===== src/rtl/spi_port.sv =====
module spi_port #(
  parameter int DW   = 8,
  parameter int DIV0 = 4,
  parameter int DIV1 = 16,
  parameter int DIV2 = 64
) (
  input  logic          clk,
  input  logic          rst_n,
  input  logic          en,
  input  logic          master,
  input  logic          cpol,
  input  logic          cpha,
  input  logic [1:0]    clk_sel,
  input  logic          tmr_tick,
  input  logic          wr_en,
  input  logic [DW-1:0] wr_data,
  input  logic          rd_en,
  output logic [DW-1:0] rd_data,
  input  logic          wcol_clr,
  input  logic          ovf_clr,
  input  logic          done_clr,
  input  logic          sck_i,
  input  logic          ss_n,
  input  logic          sdi,
  output logic          sck_o,
  output logic          sdo,
  output logic          busy,
  output logic          buf_full,
  output logic          wcol,
  output logic          ovf,
  output logic          done_irq
);
  localparam int H0 = DIV0 / 2;
  localparam int H1 = DIV1 / 2;
  localparam int H2 = DIV2 / 2;
  localparam int HM = (H0 > H1) ? ((H0 > H2) ? H0 : H2) : ((H1 > H2) ? H1 : H2);
  localparam int CW = $clog2(HM) + 1;
  localparam int EW = $clog2(2 * DW);

  logic          run, armed;
  logic [CW-1:0] div_cnt, half_m1;
  logic [EW-1:0] ecnt;
  logic [DW-1:0] tx_sr, rx_sr, rx_buf;
  logic [2:0]    sck_q;
  logic [1:0]    sdi_q, ss_q;

  always_comb begin
    case (clk_sel)
      2'd0:    half_m1 = CW'(H0 - 1);
      2'd1:    half_m1 = CW'(H1 - 1);
      default: half_m1 = CW'(H2 - 1);
    endcase
  end

  wire tmr_mode = (clk_sel == 2'd3);
  wire hstep    = tmr_mode ? (tmr_tick & armed) : (div_cnt == half_m1);
  wire s_edge   = (sck_q[1] ^ sck_q[2]) & ~ss_q[1];
  wire step     = en & (master ? (run & hstep) : s_edge);
  wire lead     = ~ecnt[0];
  wire last     = (ecnt == EW'(2 * DW - 1));
  wire din      = master ? sdi : sdi_q[1];
  wire samp     = cpha ? ~lead : lead;
  wire shft     = cpha ? (lead & (ecnt != '0)) : (~lead & ~last);
  wire cmpl     = step & last;
  wire active   = master ? run : (ecnt != '0);
  wire wr_ok    = en & wr_en & ~active;
  wire wr_bad   = en & wr_en & active;
  wire drop     = cmpl & ~master & buf_full;
  wire [DW-1:0] rx_nx = samp ? {rx_sr[DW-2:0], din} : rx_sr;

  assign busy    = active;
  assign sdo     = tx_sr[DW-1];
  assign rd_data = rx_buf;
  assign sck_o   = master ? (cpol ^ ecnt[0]) : cpol;

  always_ff @(posedge clk or negedge rst_n) begin
    if (!rst_n) begin
      sck_q <= '0; sdi_q <= '0; ss_q <= '1;
      run <= 1'b0; armed <= 1'b0; div_cnt <= '0; ecnt <= '0;
      tx_sr <= '0; rx_sr <= '0; rx_buf <= '0;
      buf_full <= 1'b0; wcol <= 1'b0; ovf <= 1'b0; done_irq <= 1'b0;
    end else begin
      sck_q <= {sck_q[1:0], sck_i};
      sdi_q <= {sdi_q[0], sdi};
      ss_q  <= {ss_q[0], ss_n};
      if (!en) begin
        run <= 1'b0; armed <= 1'b0; div_cnt <= '0; ecnt <= '0;
        buf_full <= 1'b0; wcol <= 1'b0; ovf <= 1'b0; done_irq <= 1'b0;
      end else begin
        if (run) begin
          if (tmr_mode) begin
            if (tmr_tick) armed <= 1'b1;
          end else begin
            div_cnt <= (div_cnt == half_m1) ? '0 : div_cnt + 1'b1;
          end
        end

        if (!master && ss_q[1]) ecnt <= '0;
        else if (step)          ecnt <= last ? '0 : ecnt + 1'b1;

        if (step && samp) rx_sr <= rx_nx;

        if (wr_ok)              tx_sr <= wr_data;
        else if (step && shft)  tx_sr <= {tx_sr[DW-2:0], 1'b0};

        if (wr_ok && master) begin
          run <= 1'b1; armed <= 1'b0; div_cnt <= '0;
        end else if (cmpl) begin
          run <= 1'b0;
        end

        if (cmpl && !drop) begin
          rx_buf   <= rx_nx;
          buf_full <= 1'b1;
        end else if (rd_en) begin
          buf_full <= 1'b0;
        end

        if (cmpl)          done_irq <= 1'b1;
        else if (done_clr) done_irq <= 1'b0;

        if (drop)         ovf <= 1'b1;
        else if (ovf_clr) ovf <= 1'b0;

        if (wr_bad)        wcol <= 1'b1;
        else if (wcol_clr) wcol <= 1'b0;
      end
    end
  end


  wcol_set_chk: assert property (@(posedge clk) disable iff (!rst_n)
    (en && wr_en && busy) |=> wcol);


  rd_clr_chk: assert property (@(posedge clk) disable iff (!rst_n)
    (en && rd_en && !cmpl) |=> !buf_full);


  dis_clr_chk: assert property (@(posedge clk) disable iff (!rst_n)
    !en |=> (!buf_full && !wcol && !ovf && !done_irq && !busy));


  done_set_chk: assert property (@(posedge clk) disable iff (!rst_n)
    cmpl |=> (done_irq && buf_full));


  sdo_hold_chk: assert property (@(posedge clk) disable iff (!rst_n)
    (!busy && !wr_en) |=> $stable(sdo));


  ovf_keep_chk: assert property (@(posedge clk) disable iff (!rst_n)
    drop |=> (ovf && $stable(rd_data)));
endmodule


===== config.mk =====
export PLATFORM = sky130hd
export DESIGN_NAME = spi_port
export DESIGN_NICKNAME = d
export VERILOG_FILES = /design/src/rtl/spi_port.sv
export SDC_FILE = /design/constraint.sdc
export NUM_CORES = 1
export LEC_CHECK = 0
export ABC_CLOCK_PERIOD_IN_PS = 2500
export BUFFER_PORTS_ARGS = -buffer_cell sky130_fd_sc_hd__buf_2
export CORE_ASPECT_RATIO = 0.75
export CORE_MARGIN = 3
export CORE_UTILIZATION = 30
export DETAILED_ROUTE_END_ITERATION = 6
export PLACE_DENSITY = 0.45
export SYNTH_ARGS = -nofsm -noshare
export SYNTH_HDL_FRONTEND = slang
export SYNTH_SLANG_ARGS = --single-unit
export TNS_END_PERCENT = 5

===== constraint.sdc =====
create_clock -name clk -period 2.5 [get_ports clk]
set_input_delay 0.125 -clock clk [delete_from_list [all_inputs] [get_ports clk]]
set_output_delay 0.125 -clock clk [all_outputs]
set_load 0.03 [all_outputs]

==> results.toml, run 1 <==
[pwr]
p_per_area_nw_per_um2 = 570
clock_power_share = 0.318
p_leak_nw = 1.25
p_total_mw = 1.53
p_seq_frac = 0.554
switchingPower_mw = 0.400
switching_share = 0.262
internal_power_mw = 1.13
combPwrFrac = 0.128
ir_drop_mv = 0.274

[worst_setup_path]
cpMaxStageDelayCell = "dfrtp_1"
critPathLaunchType = "flop"
r2r-end = "tx_sr[3]"
critical-path-top-delay-family = "compound AO/OA/AOI/OAI gates"
path_buf_inv = 0
critPathMaxStageDelay_ns = 0.47
critPathMaxFanout = 8
r2r_start = "ecnt[0]"
critPathRequiredTime_ns = 2.67
path_cells = "ha_1 -> and3_1 -> nor3_1 -> a31o_2 -> o211a_1 -> mux2i_1 -> a21oi_1"
critPathArrivalTime_ns = 2.27
worstSetupPathType = "reg2reg"
r2r_cells = 7
regToRegSetupSlack_ns = 0.40
cp-end-kind = "flop"

[grt]
grt_max_degree = 48
grt_pass1_wl_um = 7600
use_met2 = 0.167
grt_pass1_vias = 1547
grt_most_used_layer = "met2"
grt_antenna_before_repair = 0
grtUsageMet3 = 0.0334
met1_usage = 0.164
grt_overflow = 0
gr-usage-all-layers = 0.113

[sta]
worst_pin_slew_ns = 0.605
clock_skew_ns = 0.0108
setup_ws_ns = 0.400
slew_viol_final = 0
finalSetupViolCount = 0
fin_setup_tns_ns = 0
rsz0062_at_grt = "false"
min_period_over_period = 0.840
holdWs_ns = 0.0788
slew_headroom = 0.597
finalCriticalPeriod_ns = 2.10
fmax_mhz = 476
hold_viol = 0

[job]
drv_cap = 0

[cts]
clock_tree.root_cell = "clkbuf_8"
cts_made_buffers = 5
cts_buffer_depth = 2
postCtsSetupBuffers = 0
path_clk_slew_ns = 0.09
cts_tree = "built"
htreeDepth = 2
cts_sinks = 47
clk_latency_ns = 0.30

[placed_design]
hpwlAfterDp_um = 3270
gp_congestion = 0.775
post_dp_cell_area_um2 = 2540
place_inst = 343
portBuffers = 39
place_ws_ns = 0.411

[route]
drt_iter0_markers = 53
ant_nets = 0
drt-total-wl_um = 4500
viasPerCell = 4.41
drc_errors = 0
vias = 1567
routedWlPerCell_um = 12.7
drtPass1Iterations = 4

[synth]
synth-seq-area-share = 0.527
netlist-cell-type-count = 42
avgSynthCellArea_um2 = 10.7
synth_area_um2 = 2240
syn-instance-count = 209
ys_warn_count = 0
synth_seq_cells = 47
synthesis.nets = 237

[die]
start_util = 0.319
die_y_um = 80.8
core_um2 = 7030
rows = 26
die_w_um = 106
dieArea_um2 = 8540
ioPinCount = 40

[finish]
register_area_um2 = 1180
nets = 284
final_common_cell = "dfrtp_1"
stdcell_count = 355
drive_gt1_frac = 0.288
final_cell_mix = "45 x dfrtp_1, 39 x buf_2, 21 x nand2_1"
diodes = 0
finish.utilization = 0.381
fillers = 740
finalInstanceArea_um2 = 2680
multi_input_area_um2 = 977
area_growth_pct = 19.7

[hold_path]
min_from = "ovf_clr"
hold_path_end = "ovf"
hold_path_class = "in2reg"
hold_depth = 3

[run_status]
status = "finished clean"
==> power groups by stage <==
stage / clock, mW / combinational, mW / sequential, mW
floorplan: 0 / 0.120 / 0.858
global placement: 0 / 0.194 / 0.862
detailed placement: 0 / 0.196 / 0.862
CTS: 0.515 / 0.201 / 0.847
global route: 0.543 / 0.222 / 0.855
finish: 0.487 / 0.196 / 0.846
==> worst reg2reg max path, stage by stage, from the launching register on <==
cell and delay (ns):
dfrtp_1 0.47, ha_1 0.24, and3_1 0.27, nor3_1 0.16, a31o_2 0.12, o211a_1 0.39, mux2i_1 0.24, a21oi_1 0.08
==> logic make-up (layout without fill, tap and decap cells) <==
kind of cell             Yosys count  count (layout)  synth area share
AO/OA/AOI/OAI                     41              41             0.116
flip-flops                        47              47             0.527
AND/OR/NAND/NOR                   67              67             0.148
buffers and inverters             16              64            0.0369
multiplexers                      25              25             0.117
adder cells (fa/ha/maj)            3               3            0.0168
XOR/XNOR                          10              10            0.0391
==> what timing repair did <==
| item | 4_1_cts | 5_1_grt |
|---|---|---|
| hold endpoints to repair | 48 | 0 |
| setup endpoints to repair | 0 | 0 |
| hold buffers | 4 | 0 |
| gates resized for setup | 0 | 0 |
==> layer usage <==
| layer | share of wire | wire length, µm |
|---|---|---|
| met5 | 0 | 0 |
| met4 | 0.0051 | 23 |
| met3 | 0.041 | 184 |
| met2 | 0.43 | 1930 |
| met1 | 0.53 | 2370 |
==> state kept, by name, summed over array words and instances, names as in the netlist, 2 cells and up <==
signal   count
sck_q        3
ecnt         4
ss_q         2
rd_data      8
sdi_q        2
div_cnt      6
tx_sr        8
rx_sr        8
==> area by class of cell <==
class,instances,share of cell area
Tap cell,98,0.0458
Inverter,8,0.0112
Clock inverter,2,0.00607
Clock buffer,6,0.0308
Multi-Input combinational cell,146,0.365
Timing Repair Buffer,48,0.102
Sequential cell,47,0.440
==> how the worst max path moves through the flow <==
stage                     startpoint  endpoint  slack [ns]  cells after the start
after floorplan              ecnt[0]  tx_sr[5]        0.55                      9
after global placement       ecnt[0]  tx_sr[4]        0.44                      7
after detailed placement     ecnt[0]  tx_sr[4]        0.41                      7
after CTS                    ecnt[0]  tx_sr[3]        0.40                      7
after global routing         ecnt[0]  tx_sr[2]        0.20                      7
final                        ecnt[0]  tx_sr[3]        0.40                      7
==> synth_stat cells, drive strengths merged <==
| library cell | instances | area, µm² |
|---|---|---|
| a21boi | 1 | 18.8 |
| or3 | 3 | 18.8 |
| nand2b | 2 | 12.5 |
| o2111ai | 1 | 8.76 |
| o22ai | 2 | 12.5 |
| ha | 3 | 37.5 |
| a31o | 1 | 8.76 |
| clkbuf | 5 | 28.8 |
| xnor2 | 6 | 52.6 |
| nand4 | 2 | 12.5 |
| inv | 8 | 30.0 |
| xor2 | 4 | 35.0 |
| o21ai | 15 | 82.6 |
| o32ai | 1 | 8.76 |
| nand3b | 2 | 15.0 |
| o211a | 1 | 10.0 |
| nor3 | 3 | 15.0 |
| dfstp | 2 | 52.6 |
| nor2 | 19 | 71.3 |
| mux2i | 15 | 150 |
| and2 | 2 | 13.8 |
| and2b | 1 | 8.76 |
| mux2 | 10 | 113 |
| nand2 | 21 | 78.8 |
| a21o | 1 | 7.51 |
| a21oi | 16 | 83.8 |
| buf | 3 | 23.8 |
| nor2b | 3 | 18.8 |
| or2 | 1 | 6.26 |
| nand3 | 5 | 37.5 |
| and3 | 3 | 21.3 |
| a311oi | 1 | 8.76 |
| a32oi | 1 | 8.76 |
| dfrtp | 45 | 1130 |
(Power assumes the default switching activity.)
==> run 2: changes to the inputs <==
Settings changed: ABC_CLOCK_PERIOD_IN_PS 2500 to 2009.
Clock period 2.5 ns to 2.01 ns, I/O delays scaled along.
==> results.toml, run 2 (same netlist as run 1, synthesis figures left out) <==
[run_status]
status = "finished clean"

[sta]
finalSetupViolCount = 0
slew_viol_final = 0
worst_pin_slew_ns = 0.592
finalCriticalPeriod_ns = 1.83
fin_setup_tns_ns = 0
fmax_mhz = 548
min_period_over_period = 0.908
clock_skew_ns = 0.0123
hold_viol = 0
slew_headroom = 0.605
rsz0062_at_grt = "false"

[pwr]
p_leak_nw = 1.29
p_per_area_nw_per_um2 = 693
ir_drop_mv = 0.339

[grt]
grt_pass1_vias = 1579
gr-usage-all-layers = 0.118
grt_antenna_before_repair = 0
grt_pass1_wl_um = 8030
grt_overflow = 0
grt_max_degree = 26

[worst_setup_path]
r2r_start = "div_cnt[2]"
path_cells = "and3_2 -> o21ai_2 -> a21oi_2 -> or2_1 -> nand3_4 -> mux2_2"
cpMaxStageDelayCell = "dfrtp_1"
r2r-end = "rx_sr[6]"
regToRegSetupSlack_ns = 0.18
critPathMaxFanout = 8
cp-end-kind = "flop"
r2r_cells = 6
critPathRequiredTime_ns = 2.20
critPathMaxStageDelay_ns = 0.44
critPathArrivalTime_ns = 2.01
worstSetupPathType = "reg2reg"
critPathLaunchType = "flop"

[die]
dieArea_um2 = 8540
die_w_um = 106
core_um2 = 7030
rows = 26
start_util = 0.319
die_y_um = 80.8
ioPinCount = 40

[job]
drv_cap = 0

[cts]
cts_resized = 0
cts_buffer_depth = 2
clk_latency_ns = 0.30
htreeDepth = 2
cts_sinks = 47
cts_tree = "built"
cts_made_buffers = 5
clock_tree.root_cell = "clkbuf_8"
path_clk_slew_ns = 0.09

[placed_design]
portBuffers = 39
place_inst = 349
gp_congestion = 0.804
hpwlAfterDp_um = 3440

[route]
routedWlPerCell_um = 12.9
viasPerCell = 4.45
drt-total-wl_um = 4660
drc_errors = 0
vias = 1608
ant_nets = 0
drtPass1Iterations = 4
drt_iter0_markers = 35

[finish]
drive_gt1_frac = 0.304
area_growth_pct = 22.5
final_cell_mix = "45 x dfrtp_1, 39 x buf_2, 21 x nand2_1"
diodes = 0
final_common_cell = "dfrtp_1"
fillers = 750
nets = 290
stdcell_count = 361

[hold_path]
hold_path_end = "tx_sr[3]"
hold_depth = 3
hold_path_class = "in2reg"
min_from = "wr_data[3]"
==> run 2: cell count changes in the layout (fill, tap and decap cells not counted) <==
cell and delta:
buf_12 +2, buf_4 +4, clkinvlp_4 -1, clkinv_2 +1
clkbuf_8 -1, inv_6 +1
==> run 2: worst max-delay path by stage <==
| stage | from | endpoint | slack, ns | depth (start not counted) |
|---|---|---|---|---|
| 2_1_floorplan | ecnt[0] | tx_sr[5] | 0.06 | 9 |
| 3_3_place_gp | div_cnt[3] | rx_sr[2] | 0.18 | 6 |
| 3_5_place_dp | div_cnt[3] | rx_sr[1] | 0.18 | 6 |
| 4_1_cts | div_cnt[3] | rx_sr[6] | 0.16 | 6 |
| 5_1_grt | ecnt[0] | tx_sr[2] | 0.06 | 8 |
| 6_report | div_cnt[2] | rx_sr[6] | 0.18 | 6 |
==> run 2: timing repair <==
| action | 4_1_cts | 5_1_grt |
|---|---|---|
| endpoints found under the hold margin | 26 | 0 |
| hold buffers | 4 | 0 |
| setup buffers | 0 | 0 |
==> run 2: layout make-up <==
class,count,area (µm²),area share
clock inverter,3,22.5,0.00821
sequential,47,1180,0.430
clock buffer,5,68.8,0.0251
tap,98,123,0.0447
timing repair buffer,54,343,0.125
inverter,8,30.0,0.0109
multi-input combinational,146,977,0.356
==> run 2: through the flow <==
step	instance area (µm²)	power, mW	hold WS [ns]	util	setup WS [ns]
3_3_place_gp	2610	1.33	0.142	0.372	0.184
5_1_grt	2740	2.02	0.0491	0.390	0.0600
2_1_floorplan	2240	1.22	-0.195	-	0.0580
4_1_cts	2740	1.94	0.0385	0.390	0.163
6_report	2740	1.90	0.0468	0.390	0.184
3_5_place_dp	2610	1.33	0.146	0.372	0.176
==> run 2: power by group <==
part           internal [mW]  switching [mW]
clock network          0.250           0.340
registers               1.01          0.0442
logic                  0.122           0.135
==> run 2: worst max-delay path, delay by kind of cell (launching register included) <==
family	cells	cell delay [ns]
compound gates	2	0.28
flops	1	0.44
mux	1	0.34
simple gates	3	0.66
==> run 2: routing by layer <==
layer / global-route usage / share of wire / wire length (µm) / up-vias
li1: - / - / - / 825
met1: 0.179 / 0.52 / 2440 / 750
met2: 0.168 / 0.42 / 1970 / 29
met3: 0.0294 / 0.049 / 227 / 4
met4: 0.0272 / 0.0047 / 22 / 0
met5: 0 / 0 / 0 / -
